File: src/rtl/agc_pkg.sv
package agc_pkg;
  typedef enum logic [2:0] {
    ST_IDLE,
    ST_MEAS,
    ST_CUT_BIG,
    ST_TRIM,
    ST_WAIT_MORE,
    ST_WAIT_FINAL
  } agc_state_e;
endpackage

File: src/rtl/agc_level_meter.sv
// Per-antenna |I|+|Q| accumulators and selection of the larger total.
module agc_level_meter #(
  parameter int SMP_W = 12,
  parameter int N_ANT = 2,
  parameter int ACC_W = 18
) (
  input  logic                       clk,
  input  logic                       rst_n,
  input  logic                       clr,
  input  logic                       en,
  input  logic [2*N_ANT*SMP_W-1:0]   smp_flat,
  output logic [ACC_W-1:0]           level_max
);
  localparam int MAG_W = SMP_W + 1;

  function automatic logic [MAG_W-1:0] mag_of(input logic [SMP_W-1:0] v);
    logic [MAG_W-1:0] e;
    e = {v[SMP_W-1], v};
    return v[SMP_W-1] ? (~e + 1'b1) : e;
  endfunction

  logic [N_ANT*ACC_W-1:0] acc_all;

  for (genvar a = 0; a < N_ANT; a++) begin : g_ant
    logic [SMP_W-1:0] s_i, s_q;
    logic [MAG_W:0]   mag_sum;
    logic [ACC_W-1:0] acc_q;

    assign s_i     = smp_flat[(2*a)*SMP_W +: SMP_W];
    assign s_q     = smp_flat[(2*a+1)*SMP_W +: SMP_W];
    assign mag_sum = {1'b0, mag_of(s_i)} + {1'b0, mag_of(s_q)};

    always_ff @(posedge clk or negedge rst_n) begin
      if (!rst_n) begin
        acc_q <= '0;
      end else if (clr) begin
        acc_q <= '0;
      end else if (en) begin
        acc_q <= acc_q + ACC_W'(mag_sum);
      end
    end

    assign acc_all[a*ACC_W +: ACC_W] = acc_q;
  end

  always_comb begin
    level_max = '0;
    for (int a = 0; a < N_ANT; a++) begin
      if (acc_all[a*ACC_W +: ACC_W] > level_max) level_max = acc_all[a*ACC_W +: ACC_W];
    end
  end
endmodule

File: src/rtl/agc_log_conv.sv
// Leading-one position doubled plus the next bit down: 3 dB per code step.
module agc_log_conv #(
  parameter int IN_W  = 18,
  localparam int POS_W = $clog2(IN_W),
  localparam int OUT_W = POS_W + 1
) (
  input  logic [IN_W-1:0]  level,
  output logic [OUT_W-1:0] code
);
  logic [POS_W-1:0] pos;
  logic             below;

  always_comb begin
    pos = '0;
    for (int k = 0; k < IN_W; k++) begin
      if (level[k]) pos = POS_W'(k);
    end
    below = (pos != '0) ? level[pos - 1'b1] : 1'b0;
    code  = {pos, below};
  end
endmodule

File: src/rtl/agc_gain_step.sv
// Computes the next gain index for a coarse or fine update, saturated to range.
module agc_gain_step #(
  parameter int GAIN_W   = 6,
  parameter int GAIN_MAX = 32,
  parameter int LOG_W    = 6
) (
  input  logic [GAIN_W-1:0] gain_cur,
  input  logic [LOG_W-1:0]  level_code,
  input  logic [LOG_W-1:0]  target,
  input  logic [GAIN_W-1:0] cut_big,
  input  logic [GAIN_W-1:0] cut_extra,
  input  logic              coarse,
  output logic [GAIN_W-1:0] gain_new,
  output logic              final_pass
);
  localparam int CW = ((GAIN_W > LOG_W) ? GAIN_W : LOG_W) + 3;

  logic signed [CW-1:0] cur, err, delta, sum;

  always_comb begin
    cur = $signed(CW'(gain_cur));
    err = $signed(CW'(target)) - $signed(CW'(level_code));
    if (coarse) begin
      delta = -$signed(CW'(cut_big));
    end else if (err >= 0) begin
      delta = err;
    end else begin
      delta = err - $signed(CW'(cut_extra));
    end
    sum = cur + delta;
    if (sum < 0) begin
      gain_new = '0;
    end else if (sum > $signed(CW'(GAIN_MAX))) begin
      gain_new = GAIN_W'(GAIN_MAX);
    end else begin
      gain_new = sum[GAIN_W-1:0];
    end
    final_pass = !coarse && (err >= 0);
  end
endmodule

File: src/rtl/agc_twoloop.sv
module agc_twoloop #(
  parameter int SMP_W    = 12,
  parameter int MEAS_LEN = 32,
  parameter int GAIN_MAX = 32,
  parameter int DLY_W    = 8,
  localparam int GAIN_W  = $clog2(GAIN_MAX + 1),
  localparam int ACC_W   = SMP_W + 1 + $clog2(MEAS_LEN),
  localparam int LOG_W   = $clog2(ACC_W) + 1
) (
  input  logic                     clk,
  input  logic                     rst_n,
  input  logic                     enable,
  input  logic signed [SMP_W-1:0]  ant0_i,
  input  logic signed [SMP_W-1:0]  ant0_q,
  input  logic signed [SMP_W-1:0]  ant1_i,
  input  logic signed [SMP_W-1:0]  ant1_q,
  input  logic                     sat_flag,
  input  logic [GAIN_W-1:0]        cfg_ginit,
  input  logic [LOG_W-1:0]         cfg_vref,
  input  logic [GAIN_W-1:0]        cfg_cut_big,
  input  logic [GAIN_W-1:0]        cfg_cut_extra,
  input  logic [DLY_W-1:0]         cfg_delay,
  output logic [GAIN_W-1:0]        gain_idx,
  output logic                     done
);
  import agc_pkg::*;

  localparam int MEAS_W = $clog2(MEAS_LEN);
  localparam int CNT_W  = (MEAS_W > DLY_W) ? MEAS_W : DLY_W;

  // reset: asserted asynchronously, released on the clock
  logic [1:0] rst_pipe;
  logic       rst_core_n;
  always_ff @(posedge clk or negedge rst_n) begin
    if (!rst_n) rst_pipe <= 2'b00;
    else        rst_pipe <= {rst_pipe[0], 1'b1};
  end
  assign rst_core_n = rst_pipe[1];

  agc_state_e        state_q, state_d;
  logic [CNT_W-1:0]  cnt_q, cnt_d;
  logic [GAIN_W-1:0] gain_q, gain_d;
  logic              fin_q, fin_d;
  logic              done_q, done_d;

  logic [ACC_W-1:0]  level;
  logic [LOG_W-1:0]  level_code;
  logic [GAIN_W-1:0] step_gain;
  logic              step_final;
  logic [GAIN_W-1:0] ginit_sat;
  logic              meas_last, wait_over;

  agc_level_meter #(.SMP_W(SMP_W), .N_ANT(2), .ACC_W(ACC_W)) u_meter (
    .clk       (clk),
    .rst_n     (rst_core_n),
    .clr       (state_q != ST_MEAS),
    .en        (state_q == ST_MEAS),
    .smp_flat  ({ant1_q, ant1_i, ant0_q, ant0_i}),
    .level_max (level)
  );

  agc_log_conv #(.IN_W(ACC_W)) u_log (
    .level (level),
    .code  (level_code)
  );

  agc_gain_step #(.GAIN_W(GAIN_W), .GAIN_MAX(GAIN_MAX), .LOG_W(LOG_W)) u_step (
    .gain_cur   (gain_q),
    .level_code (level_code),
    .target     (cfg_vref),
    .cut_big    (cfg_cut_big),
    .cut_extra  (cfg_cut_extra),
    .coarse     (state_q == ST_CUT_BIG),
    .gain_new   (step_gain),
    .final_pass (step_final)
  );

  assign ginit_sat = (cfg_ginit > GAIN_W'(GAIN_MAX)) ? GAIN_W'(GAIN_MAX) : cfg_ginit;
  assign meas_last = (cnt_q == CNT_W'(MEAS_LEN - 1));
  assign wait_over = ((CNT_W+1)'(cnt_q) + 1'b1) >= (CNT_W+1)'(cfg_delay);

  always_comb begin
    state_d = state_q;
    gain_d  = gain_q;
    fin_d   = fin_q;
    done_d  = 1'b0;
    if (!enable) begin
      state_d = ST_IDLE;
      gain_d  = ginit_sat;
      fin_d   = 1'b0;
    end else begin
      unique case (state_q)
        ST_IDLE: begin
          if (!fin_q) begin
            gain_d  = ginit_sat;
            state_d = ST_MEAS;
          end
        end
        ST_MEAS: begin
          if (sat_flag)       state_d = ST_CUT_BIG;
          else if (meas_last) state_d = ST_TRIM;
        end
        ST_CUT_BIG: begin
          gain_d  = step_gain;
          state_d = ST_WAIT_MORE;
        end
        ST_TRIM: begin
          gain_d  = step_gain;
          state_d = step_final ? ST_WAIT_FINAL : ST_WAIT_MORE;
        end
        ST_WAIT_MORE: begin
          if (wait_over) state_d = ST_MEAS;
        end
        ST_WAIT_FINAL: begin
          if (wait_over) begin
            state_d = ST_IDLE;
            fin_d   = 1'b1;
            done_d  = 1'b1;
          end
        end
        default: state_d = ST_IDLE;
      endcase
    end
    cnt_d = (state_d != state_q) ? '0 : cnt_q + 1'b1;
  end

  always_ff @(posedge clk or negedge rst_core_n) begin
    if (!rst_core_n) begin
      state_q <= ST_IDLE;
      cnt_q   <= '0;
      gain_q  <= '0;
      fin_q   <= 1'b0;
      done_q  <= 1'b0;
    end else begin
      state_q <= state_d;
      cnt_q   <= cnt_d;
      if (gain_d != gain_q) gain_q <= gain_d;
      fin_q   <= fin_d;
      done_q  <= done_d;
    end
  end

  assign gain_idx = gain_q;
  assign done     = done_q;
endmodule

File: config.mk
export PLATFORM = sky130hd
export DESIGN_NAME = agc_twoloop
export DESIGN_NICKNAME = d
export VERILOG_FILES = /design/src/rtl/agc_pkg.sv /design/src/rtl/agc_level_meter.sv /design/src/rtl/agc_log_conv.sv /design/src/rtl/agc_gain_step.sv /design/src/rtl/agc_twoloop.sv
export SDC_FILE = /design/constraint.sdc
export NUM_CORES = 1
export LEC_CHECK = 0
export BUFFER_PORTS_ARGS = -buffer_cell sky130_fd_sc_hd__buf_2
export CAP_MARGIN = 20
export CORE_ASPECT_RATIO = 1.75
export CORE_MARGIN = 2
export CORE_UTILIZATION = 35
export DETAILED_ROUTE_END_ITERATION = 7
export GPL_TIMING_DRIVEN = 0
export PLACE_DENSITY_LB_ADDON = 0.08
export REMOVE_ABC_BUFFERS = 1
export SYNTH_ARGS = -nofsm -noshare
export SYNTH_HDL_FRONTEND = slang
export SYNTH_SLANG_ARGS = --single-unit
File: constraint.sdc
create_clock -name clk -period 3.9 [get_ports clk]
set_clock_uncertainty 0.05 [all_clocks]
set_input_delay 0.78 -clock clk [delete_from_list [all_inputs] [get_ports clk]]
set_output_delay 0.78 -clock clk [all_outputs]
set_load 0.005 [all_outputs]
After elaboration in Yosys (flattened, before gate mapping)
Index checks and enable logic that the tools add are counted.
- output and inout port bits: 7
- register bits after elaboration: 57
- logic and storage cells: 106
- input bits: 84
- bitwise operators: 4
- add/sub/neg operators: 15
- mux-type cells: 53
- equality and inequality tests: 11
- $lt $le $gt $ge: 8
- reduce and logical (&&, ||, !) cells: 7
- operator list (operator ; number):
    $mux W18 ; 6
    $add A13 B1 Y13 const B ; 4
    $mux W13 ; 4
    $not A13 Y13 ; 4
    $add A18 B14 Y18 ; 2
    $mux W4 ; 8
    $mux W3 ; 10
    $mux W6 ; 5
    $add A13 B13 Y14 ; 2
    $gt A18 B1 Y1 const B ; 1
    $gt A18 B18 Y1 ; 1
    $mux W9 ; 2
    $pmux W3 S6 ; 1
    $pmux W6 S2 ; 1
    $mux W1 ; 10
    $mux W5 ; 2
    $add A7 B9 Y9 ; 1
    $add A8 B1 Y9 const B ; 1
    $ge A9 B8 Y1 ; 1
    $gt A9 B7 Y1 const B ; 1
    $lt A9 B1 Y1 const B ; 1
    $neg A6 Y9 ; 1
    $add A8 B1 Y8 const B ; 1
    $eq A8 B5 Y1 const B ; 1
    other kinds (23) ; 27

Longest topological paths before layout
Gate-level depths: netlist of the first run.
- depth in word-level cells: 36
- gate-level depth with buffers: 45
- mapped depth without buffers: 41

Cells and area by module
Synthesis of the first run repeated with hierarchy kept, for this count alone.
- cells, all modules: 980
- area, all modules: 8062.7 µm²
- by module, submodules not included (module ; seq. area each (µm²) ; cells each ; instances ; area each (µm²)):
    agc_level_meter ; 900.9 ; 604 ; 1 ; 5056.1
    agc_twoloop ; 525.5 ; 148 ; 1 ; 1363.8
    agc_gain_step ; 0.0 ; 148 ; 1 ; 1104.8
    agc_log_conv ; 0.0 ; 80 ; 1 ; 538.0

Least setup slack after synthesis of the first run
No wires, ideal clock.
- path type: register to register
- from: reg u_meter.g_ant[0].acc_q[7]
- to: reg gain_q[3], in the netlist gain_idx[3]
- clock period less this slack: 7.978 ns
- arrival time: 7.864 ns
- buffers on the path: 3
- stages on the path, launching flop included: 43
- slack: -4.078 ns
- required time: 3.786 ns
- library setup time: 0.064 ns
- cells stage by stage: dfrtp_1 inv_1 ha_1 a211oi_2 nor2_1 a2111o_1 o221ai_2 mux2_2 a21oi_2 nand2_4 buf_8 inv_1 ha_1 buf_1 mux4_2 a22oi_1 o21ai_0 nand2_1 [... 7 more ...] o21ai_1 and2_0 clkbuf_1 nor2_1 a21oi_1 mux2_2 ha_1 a21o_1 a21oi_1 o21ai_0 a21o_1 a21oi_1 o21ai_0 a211o_1 a21oi_1 o21ai_0 o221ai_1 mux2_2
- cells in the longest elaborated chain, start to end: 36
- elaborated cells between the ends (all ways): 39
- classes of those cells: add/sub: 4; order compare: 5; eq/ne: 1; mux: 28; reduce/logical: 1
- ends and longest elaborated chain (element ; line ; text):
    start, declared ; agc_level_meter.sv:27 ; logic [ACC_W-1:0] acc_q;
    start signal, assigned ; agc_level_meter.sv:39 ; acc_q <= acc_q + ACC_W'(mag_sum);
    $gt A18 B1 Y1 ; agc_level_meter.sv:49 ; if (acc_all[a*ACC_W +: ACC_W] > level_max) level_max = acc_all[a*ACC_W +: ACC_W];
    $mux W18 * ; agc_level_meter.sv:49 ;
    $gt A18 B18 Y1 ; agc_level_meter.sv:49 ;
    $mux W18 * ; agc_level_meter.sv:49 ;
    $mux W1 ; agc_log_conv.sv:16 ; if (level[k]) pos = POS_W'(k);
    $mux W2 (2 in a row) ; agc_log_conv.sv:16 ;
    $mux W3 (4 in a row) ; agc_log_conv.sv:16 ;
    $mux W4 (8 in a row) ; agc_log_conv.sv:16 ;
    [... 9 more ...] ; -- ;
    $mux W9 * ; agc_gain_step.sv:23 ; if (coarse) begin
    $add A7 B9 Y9 * ; agc_gain_step.sv:30 ; sum = cur + delta;
    $gt A9 B7 Y1 ; agc_gain_step.sv:33 ; end else if (sum > $signed(CW'(GAIN_MAX))) begin
    $mux W6 ; agc_gain_step.sv:33 ;
    $mux W6 * ; agc_gain_step.sv:31 ; if (sum < 0) begin
    $pmux W6 S2 * ; agc_twoloop.sv:92 ; unique case (state_q)
    $mux W6 * ; agc_twoloop.sv:87 ; if (!enable) begin
    $ne A6 B6 Y1 ; agc_twoloop.sv:137 ; if (gain_d != gain_q) gain_q <= gain_d;
    end signal, assigned ; agc_twoloop.sv:137 ;
    end, declared ; agc_twoloop.sv:42 ; logic [GAIN_W-1:0] gain_q, gain_d;
Mark *: on every way between the ends. The rest lies on a longest branch, timed or not. The select of a mux whose other input is x is not followed.
A chain may end at the register's enable or synchronous reset.

Final worst setup path of the first run
- from: reg u_meter.g_ant[0].acc_q[7]
- to: reg gain_q[0], in the netlist gain_idx[0]
Same word-level chain as after synthesis.

==> results.sh, run 1 <==
export IMPL_cts_sinks=57
export IMPL_layout_nets=1277
export IMPL_h_tree_depth=3
export IMPL_grt_max_degree=56
export IMPL_ys_seq_area_frac=0.195
export IMPL_crit_slowest_cell="fa_2"
export IMPL_rrSetupSlack_ns=-3.90
export IMPL_rows=70
export IMPL_worst_pin_slew_ns=0.868
export IMPL_core_area_um2=20800
export IMPL_setup_violations=21
export IMPL_hpwl_mm=16.6
export IMPL_die_w_um=113
export IMPL_ios=91
export IMPL_cp_arrival_ns=8.02
export IMPL_gp_congestion=0.807
export IMPL_start_util=0.353
export IMPL_dpl_cell_area_um2=8020
export IMPL_syn_avg_cell_area_um2=8.15
export IMPL_fill_cells=2083
export IMPL_synth_enable_flop_cells=0
export IMPL_cts_root_buf="clkbuf_16"
export IMPL_drt_iter0_drc=182
export IMPL_fmaxAchievable_ghz=0.128
export IMPL_startpoint_type="register"
export IMPL_min_path_type="in2async"
export IMPL_slew_violations=0
export IMPL_cap_violations=0
export IMPL_cp_startpoint="u_meter.g_ant[0].acc_q[7]"
export IMPL_die_area_um2=22200
export IMPL_routed_wl_mm=22.0
export IMPL_cts_buffer_depth=2
export IMPL_grtUsageTotal=0.202
export IMPL_drive_gt1_frac=0.383
export IMPL_cts_hold_buf=0
export IMPL_synth_area_leaders="dfrtp_1, ha_1, fa_1, inv_1, xnor2_1"
export IMPL_status="complete, but fails checks"
export IMPL_portBuffers=90
export IMPL_diodes=0
export IMPL_ys_ff_latch=57
export IMPL_synthArstFlopShare=1.00
export IMPL_cp_max_fo=4
export IMPL_synth_top_area_cell="dfrtp_1"
export IMPL_design_area_um2=10400
export IMPL_r2r_end="gain_idx[0]"
export IMPL_drc_errors=0
export IMPL_required_ns=4.12
export IMPL_drt_pass1_iterations=4
export IMPL_ys_types=71
export IMPL_yosysWarnings=0
export IMPL_reg2reg_depth=40
export IMPL_numCtsBuffers=9
export IMPL_rsz0062_at_grt="yes"
export IMPL_reg2reg_from="u_meter.g_ant[0].acc_q[7]"
export IMPL_routedWlPerCell_um=16.4
export IMPL_antenna_found_initial=0
export IMPL_post_route_period_util=2.00
export IMPL_grt_pass1_wl_mm=35.5
export IMPL_ys_flop_type="dfrtp_1"
export IMPL_endpoint="gain_idx[0]"
export IMPL_syn_area_um2=7330
export IMPL_clkTransAtPathRegs_ns=0.06
export IMPL_final_cell_count_no_fill=1341
export IMPL_cpPeakStageDelay_ns=0.56
export IMPL_endpoint_kind="register"
export IMPL_worst_slack_ns=-3.90
export IMPL_pre_cts_slack_ns=-5.82
export IMPL_insertion_delay_ns=0.35
export IMPL_dieHeight_um=195
export IMPL_finalHoldViolCount=0
export IMPL_violations="setup timing"
export IMPL_area_growth_pct=41.2
export IMPL_fin_tns_setup_ns=-45.54
export IMPL_fin_crit_ns=7.80
export IMPL_cts_tree="built"
export IMPL_synthCells=900
export IMPL_path_class="reg2reg"
export IMPL_maxSlewHeadroom=0.420
export IMPL_drtAntennaViolNets=0
export IMPL_synth_top_area_frac=0.195
export IMPL_grt_pass1_vias=7557
export IMPL_dp_cells=1221
export IMPL_vias=7159
export IMPL_routed_via_density=5.34
export IMPL_grt_ovfl_total=0
worst min path at each step:
| stage | start | end | cells past startpoint |
|---|---|---|---|
| floorplan | rst_pipe[0] | rst_pipe[1] | 0 |
| global route | rst_n | rst_pipe[1] | 1 |
| CTS | rst_n | rst_pipe[1] | 1 |
| finish | rst_n | rst_pipe[1] | 1 |
| global placement | rst_pipe[0] | rst_pipe[1] | 0 |
| detailed placement | rst_pipe[0] | rst_pipe[1] | 0 |
per-layer routing:
metal | global-route usage | routed length, um | up-vias | part of all wire
li1 | - | - | 3513 | -
met1 | 0.190 | 7570 | 3505 | 0.34
met2 | 0.425 | 13400 | 110 | 0.61
met3 | 0.0282 | 558 | 31 | 0.025
met4 | 0.0678 | 542 | 0 | 0.025
met5 | 0 | 0 | - | 0
cell type report:
| cell class | instances | area (um^2) | share of cell area |
|---|---|---|---|
| multi-input combinational | 704 | 6440 | 0.622 |
| tap | 252 | 315 | 0.0305 |
| clock inverter | 7 | 77.6 | 0.00749 |
| timing repair buffer | 195 | 1380 | 0.133 |
| sequential | 57 | 1450 | 0.140 |
| inverter | 117 | 468 | 0.0452 |
| clock buffer | 9 | 225 | 0.0218 |
through the flow:
step,util,hold WS [ns]
final,0.499,0.155
after detailed placement,0.386,0.292
after global routing,0.499,0.149
after CTS,0.467,0.148
after global placement,0.385,0.287
after floorplan,-,0.281
cell usage in the layout, fill, tap and decap left out, types with 14 or more instances in the layout:
cell type,Yosys,final
xor2_1,30,27
ha_1,78,54
nand3_1,21,19
a21oi_1,65,38
nor2b_1,19,14
xnor2_1,47,38
ha_4,0,19
buf_4,0,97
nor2_1,76,71
inv_1,116,96
nand2_1,52,47
dfrtp_1,57,44
o21ai_0,39,19
nor3_1,20,17
buf_2,0,77
a21oi_2,1,26
fa_1,31,26
cell usage after synthesis (all sizes together), types with 5 or more instances:
master,n
fa,31
o221ai,6
nor4,7
nand2b,16
and2,5
nor2,76
mux2i,13
ha,78
o21a,9
a21o,12
a22oi,7
o21ai,43
nand4,10
o41ai,6
clkbuf,19
o31ai,16
nor3,20
nor2b,19
a211oi,7
o21bai,9
and3,9
dfrtp,57
a21oi,66
inv,117
xnor2,47
a31oi,8
nor3b,9
nand2,53
buf,6
or3,14
nand3,21
xor2,30
sequential cells by signal, summed over array words and instances (netlist names):
name,cells
cnt_q,8
done,1
gain_idx,6
fin_q,1
rst_pipe,2
state_q,3
u_meter.g_ant.acc_q,36
worst max-delay path: cells and delay by family (launching register included):
kind	cells	cell delay, ns
AOI/OAI and AO/OA	18	3.07
adders and majority gates	6	1.82
and+or+nand+nor	9	1.09
muxes	2	0.78
buffers and inverters	5	0.49
DFF	1	0.40
cells by family after synthesis:
logic type,count (synthesis),share of synthesized area
simple gates,272,0.188
compound gates,222,0.199
buf+inv,142,0.0763
fa+ha+maj,109,0.218
xor+xnor,77,0.0920
flops,57,0.195
mux,19,0.0316
other cells,2,0.00102
repair_timing:
action,CTS,global route
pin swaps,76,92
endpoints found under the hold margin,0,0
gates resized for setup,184,107
cloned,0,0
setup endpoints to repair,27,29
buffers inserted,87,19
Power of run 1 is not shown: default switching activity piles up to over one toggle a cycle in this logic, so the estimate is an artifact.
==> inputs of run 2 (changes only) <==
--- a/config.mk
+++ b/config.mk
@@ -5,6 +5,7 @@
 export SDC_FILE = /design/constraint.sdc
 export NUM_CORES = 1
 export LEC_CHECK = 0
+export ABC_AREA = 1
 export BUFFER_PORTS_ARGS = -buffer_cell sky130_fd_sc_hd__buf_2
 export CAP_MARGIN = 20
 export CORE_ASPECT_RATIO = 1.75
==> run 2 against run 1 <==
The flow still finishes with violations (setup timing). Flip-flop and latch count unchanged. Synthesized cell count is 15% higher. Clock-buffer cell count is the same. First-iteration DRC count rose by 17%. Die area is 2.5% lower. Via count grew 1.9%. Fmax increased by 7.7%. Critical path depth increased by 14. Synthesized area fell by 2.5%. Sequential share of layout area shrank 0.28 points. Cell count rose by 13%. Design area is 1.6% higher. Largest cell class unchanged.
==> results.sh, run 2 <==
export IMPL_routedWlPerCell_um=14.1
export IMPL_multi_input_area_um2=6000
export IMPL_grt_ovfl_total=0
export IMPL_layout_nets=1451
export IMPL_r2r_end="gain_idx[2]"
export IMPL_gp_congestion=0.869
export IMPL_mostFrequentLayoutCells="inv_1, nand2_1, buf_4"
export IMPL_layout_commonest_cell="inv_1"
export IMPL_hpwl_mm=15.9
export IMPL_synth_area_leaders="dfrtp_1, ha_1, inv_1, nand2_1, fa_1"
export IMPL_synthCells=1037
export IMPL_clkTransAtPathRegs_ns=0.06
export IMPL_drtAntennaViolNets=0
export IMPL_post_route_period_util=1.86
export IMPL_syn_area_um2=7150
export IMPL_ys_ff_latch=57
export IMPL_top_register="u_meter.g_ant.acc_q"
export IMPL_drive_gt1_frac=0.387
export IMPL_reg2reg_from="u_meter.g_ant[1].acc_q[9]"
export IMPL_diodes=0
export IMPL_syn_avg_cell_area_um2=6.89
export IMPL_start_util=0.354
export IMPL_ys_flop_type="dfrtp_1"
export IMPL_worst_slack_ns=-3.34
export IMPL_fill_cells=2052
export IMPL_ios=91
export IMPL_antenna_found_initial=0
export IMPL_rrSetupSlack_ns=-3.34
export IMPL_die_area_um2=21600
export IMPL_numCtsBuffers=9
export IMPL_core_area_um2=20200
export IMPL_cp_arrival_ns=7.47
export IMPL_cp_max_fo=5
export IMPL_grt_max_degree=33
export IMPL_drc_errors=0
export IMPL_routed_wl_mm=21.4
export IMPL_setup_violations=23
export IMPL_cts_root_buf="clkbuf_16"
export IMPL_fin_util=0.521
export IMPL_drt_pass1_iterations=5
export IMPL_path_class="reg2reg"
export IMPL_maxSlewHeadroom=0.311
export IMPL_area_growth_pct=47.2
export IMPL_cts_sinks=57
export IMPL_rsz0062_at_grt="yes"
export IMPL_h_tree_depth=3
export IMPL_insertion_delay_ns=0.35
export IMPL_seq_area_um2=1440
export IMPL_worst_pin_slew_ns=1.03
export IMPL_synth_most_common_cell="inv_1"
export IMPL_largest_reg_flops=36
export IMPL_cpPeakStageDelay_ns=0.42
export IMPL_grt_pass1_wl_mm=34.2
export IMPL_rows=69
export IMPL_status="complete, but fails checks"
export IMPL_synth_enable_flop_cells=0
export IMPL_grt_pass1_vias=7397
export IMPL_slew_violations=0
export IMPL_ys_types=50
export IMPL_synth_top_area_cell="dfrtp_1"
export IMPL_synthArstFlopShare=1.00
export IMPL_min_path_type="in2async"
export IMPL_fmaxAchievable_ghz=0.138
export IMPL_routed_via_density=4.83
export IMPL_endpoint_kind="register"
export IMPL_synth_top_area_frac=0.200
export IMPL_cts_buffer_depth=2
export IMPL_vias=7292
export IMPL_cap_violations=0
export IMPL_startpoint_type="register"
export IMPL_die_w_um=112
export IMPL_violations="setup timing"
export IMPL_required_ns=4.12
export IMPL_ys_seq_area_frac=0.200
export IMPL_yosysWarnings=0
export IMPL_portBuffers=90
export IMPL_cts_tree="built"
export IMPL_drt_iter0_drc=213
export IMPL_reg2reg_depth=54
export IMPL_crit_slowest_cell="dfrtp_1"
export IMPL_cpMostUsedCell="nand2_1"
export IMPL_grtUsageTotal=0.201
export IMPL_fin_crit_ns=7.24
export IMPL_synthTopCellsByCount="inv_1, nand2_1, nor2_1"
export IMPL_dieHeight_um=193
export IMPL_finalHoldViolCount=0
-- run 2: cell types whose count changed in the layout (fill, tap and decap cells not counted), sizes merged, moves of 14 or more --
cell	change
nand2	+136
inv	+110
nor2	+45
o21ai	+34
xnor2	-29
buf	+22
nor2b	-19
nand2b	-16
o31ai	-14
-- run 2: cells by family after synthesis --
group                      synth area share
AOI/OAI and AO/OA                     0.147
xor gates and xnor gates             0.0637
and+or+nand+nor                       0.235
DFF                                   0.200
other                               0.00105
adders and majority gates             0.223
buffers and inverters                 0.130
-- run 2: metal layers --
| layer | GRT usage | share of wire |
|---|---|---|
| met2 | 0.425 | 0.61 |
| met1 | 0.187 | 0.34 |
| met4 | 0.0971 | 0.034 |
| met3 | 0.0216 | 0.017 |
| met5 | 0 | 0 |
-- run 2: final cells by class --
class	count	area share
flip-flops and latches	57	0.137
multi-input cells	746	0.570
clock inverters	7	0.00749
clock buffers	9	0.0214
inverters	229	0.0877
well taps	248	0.0295
repair buffers	215	0.147
-- run 2: worst max-delay path, delay by kind of cell, from the launching register on --
kind | cells | cell delay (ns)
buffers and inverters | 5 | 0.55
xor gates and xnor gates | 3 | 0.56
AOI/OAI and AO/OA | 13 | 1.84
DFF | 1 | 0.42
and+or+nand+nor | 27 | 2.12
adders and majority gates | 6 | 1.63
-- run 2: how the worst max path moves through the flow --
stage          cells past startpoint           to                       start
6_report                          54  gain_idx[2]   u_meter.g_ant[1].acc_q[9]
5_1_grt                           59  gain_idx[4]   u_meter.g_ant[0].acc_q[5]
3_5_place_dp                      57  gain_idx[2]  u_meter.g_ant[0].acc_q[15]
4_1_cts                           58  gain_idx[4]  u_meter.g_ant[0].acc_q[13]
3_3_place_gp                      57  gain_idx[2]  u_meter.g_ant[0].acc_q[15]
2_1_floorplan                     57  gain_idx[0]  u_meter.g_ant[0].acc_q[15]
-- run 2: timing repair --
item / CTS / global route
buffers inserted: 110 / 35
gates cloned: 2 / 0
hold buffers: 0 / 0
resized for setup: 235 / 124
endpoints found under the setup margin: 28 / 30
pin swaps: 100 / 97
-- run 2: per-stage QoR --
stage / setup WS (ns) / area, um^2 / instances / TNS (ns) / hold slack [ns]
after global placement: -4.93 / 7850 / 1368 / -65.06 / 0.289
after global routing: -3.86 / 10500 / 1511 / -46.39 / 0.146
after floorplan: -3.26 / 7090 / 1030 / -34.89 / 0.281
after detailed placement: -4.89 / 7880 / 1370 / -64.01 / 0.290
after CTS: -3.52 / 9920 / 1498 / -36.56 / 0.142
final: -3.34 / 10500 / 1511 / -36.21 / 0.153
Power of run 2 is left out for the same reason.
==> inputs of run 3 (changes only) <==
--- a/config.mk
+++ b/config.mk
@@ -9,12 +9,12 @@
 export BUFFER_PORTS_ARGS = -buffer_cell sky130_fd_sc_hd__buf_2
 export CAP_MARGIN = 20
 export CORE_ASPECT_RATIO = 1.75
-export CORE_MARGIN = 2
 export CORE_UTILIZATION = 35
 export DETAILED_ROUTE_END_ITERATION = 7
 export GPL_TIMING_DRIVEN = 0
 export PLACE_DENSITY_LB_ADDON = 0.08
 export REMOVE_ABC_BUFFERS = 1
+export SKIP_CTS_REPAIR_TIMING = 1
 export SYNTH_ARGS = -nofsm -noshare
 export SYNTH_HDL_FRONTEND = slang
 export SYNTH_SLANG_ARGS = --single-unit
==> run 3 against run 2 <==
The run still ends with setup timing left. Non-clock buffer count shrank 37. Global-route usage fell by 1.7 points. Critical path depth decreased by 14. Sequential share of layout area increased by 0.69 points. First-iteration DRC count shrank 6.1%. Utilization shrank 1.7 points. Cell count shrank 2.6%. Critical endpoint is now gain_idx[0].
==> results.sh, run 3 (synthesis results as in run 2) <==
export IMPL_worst_slack_ns=-3.52
export IMPL_status="complete, but fails checks"
export IMPL_pre_cts_slack_ns=-4.91
export IMPL_post_route_period_util=1.90
export IMPL_routed_via_density=4.80
export IMPL_cp_arrival_ns=7.64
export IMPL_antenna_found_initial=0
export IMPL_h_tree_depth=3
export IMPL_top_register="u_meter.g_ant.acc_q"
export IMPL_routedWlPerCell_um=13.5
export IMPL_cts_tree="built"
export IMPL_grt_max_degree=35
export IMPL_layout_nets=1414
export IMPL_drt_pass1_iterations=4
export IMPL_layout_commonest_cell="inv_1"
export IMPL_rsz0062_at_grt="yes"
export IMPL_crit_slowest_cell="dfrtp_2"
export IMPL_hpwl_mm=15.6
export IMPL_cts_sinks=57
export IMPL_diodes=0
export IMPL_mostFrequentLayoutCells="inv_1, nand2_1, nor2_1"
export IMPL_drtAntennaViolNets=0
export IMPL_start_util=0.359
export IMPL_required_ns=4.12
export IMPL_worst_pin_slew_ns=0.886
export IMPL_violations="setup timing"
export IMPL_routed_wl_mm=19.9
export IMPL_area_growth_pct=40.4
export IMPL_cp_max_fo=17
export IMPL_startpoint_type="register"
export IMPL_vias=7058
export IMPL_grtUsageTotal=0.185
export IMPL_portBuffers=90
export IMPL_fmaxAchievable_ghz=0.135
export IMPL_fin_crit_ns=7.42
export IMPL_design_area_um2=10000
export IMPL_final_cell_count_no_fill=1471
export IMPL_setup_violations=23
export IMPL_rows=68
export IMPL_core_area_um2=19900
export IMPL_maxSlewHeadroom=0.409
export IMPL_insertion_delay_ns=0.34
export IMPL_cts_buffer_depth=2
export IMPL_numCtsBuffers=9
export IMPL_clkTransAtPathRegs_ns=0.07
export IMPL_dp_cells=1368
export IMPL_grt_pass1_vias=6511
export IMPL_largest_reg_flops=36
export IMPL_dpl_cell_area_um2=7910
export IMPL_grt_pass1_wl_mm=29.6
export IMPL_drt_iter0_drc=200
export IMPL_finalHoldViolCount=0
export IMPL_endpoint_kind="register"
export IMPL_grt_ovfl_total=0
export IMPL_path_class="reg2reg"
export IMPL_ios=91
export IMPL_dieHeight_um=191
export IMPL_drc_errors=0
export IMPL_drive_gt1_frac=0.352
export IMPL_die_area_um2=21000
export IMPL_cts_root_buf="clkbuf_16"
export IMPL_die_w_um=110
export IMPL_cap_violations=0
export IMPL_min_path_type="reg2async"
export IMPL_slew_violations=0
export IMPL_cpPeakStageDelay_ns=0.44
export IMPL_gp_congestion=0.827
export IMPL_fin_util=0.504
run 3: metal layers:
metal  up-vias  track usage  part of all wire
met2        61        0.391              0.61
li1       3676            -                 -
met3        18       0.0150             0.014
met5         -            0                 0
met4         0       0.0682             0.017
met1      3303        0.171              0.36
run 3: worst paths after layout:
check / startpoint / endpoint / slack (ns) / cells after the start
max in group asynchronous: rst_pipe[1] / u_meter.g_ant[1].acc_q[17] / 3.07 / 2
min in group clk: rst_pipe[0] / rst_pipe[1] / 0.31 / 0
max: u_meter.g_ant[1].acc_q[9] / gain_idx[0] / -3.52 / 40
min reg2reg: rst_pipe[1] / gain_idx[1] / 0.08 / 0
min: rst_pipe[1] / gain_idx[1] / 0.08 / 0
max reg2reg: u_meter.g_ant[1].acc_q[9] / gain_idx[0] / -3.52 / 40
run 3: critical path: cells and delay by family (launching register included):
| kind | cells | cell delay [ns] |
|---|---|---|
| flip-flops | 1 | 0.44 |
| buffers and inverters | 3 | 0.43 |
| AO/OA/AOI/OAI | 12 | 1.99 |
| XOR/XNOR | 3 | 0.55 |
| adder cells (fa/ha/maj) | 6 | 1.85 |
| AND/OR/NAND/NOR | 16 | 2.01 |
run 3: final cells by class:
class / count / area (um^2)
Fill cell: 2046 / 9880
Clock inverter: 7 / 61.3
Multi-Input combinational cell: 746 / 5840
Inverter: 229 / 901
Clock buffer: 9 / 225
Tap cell: 245 / 307
Sequential cell: 57 / 1440
Timing Repair Buffer: 178 / 1250
run 3: per-stage QoR:
step / TNS, ns / hold WS, ns
6_report: -35.93 / 0.0847
5_1_grt: -45.81 / 0.103
4_1_cts: -59.12 / 0.0911
3_5_place_dp: -63.60 / 0.0860
3_3_place_gp: -64.77 / 0.289
2_1_floorplan: -34.89 / 0.281
Power of run 3 is left out for the same reason.
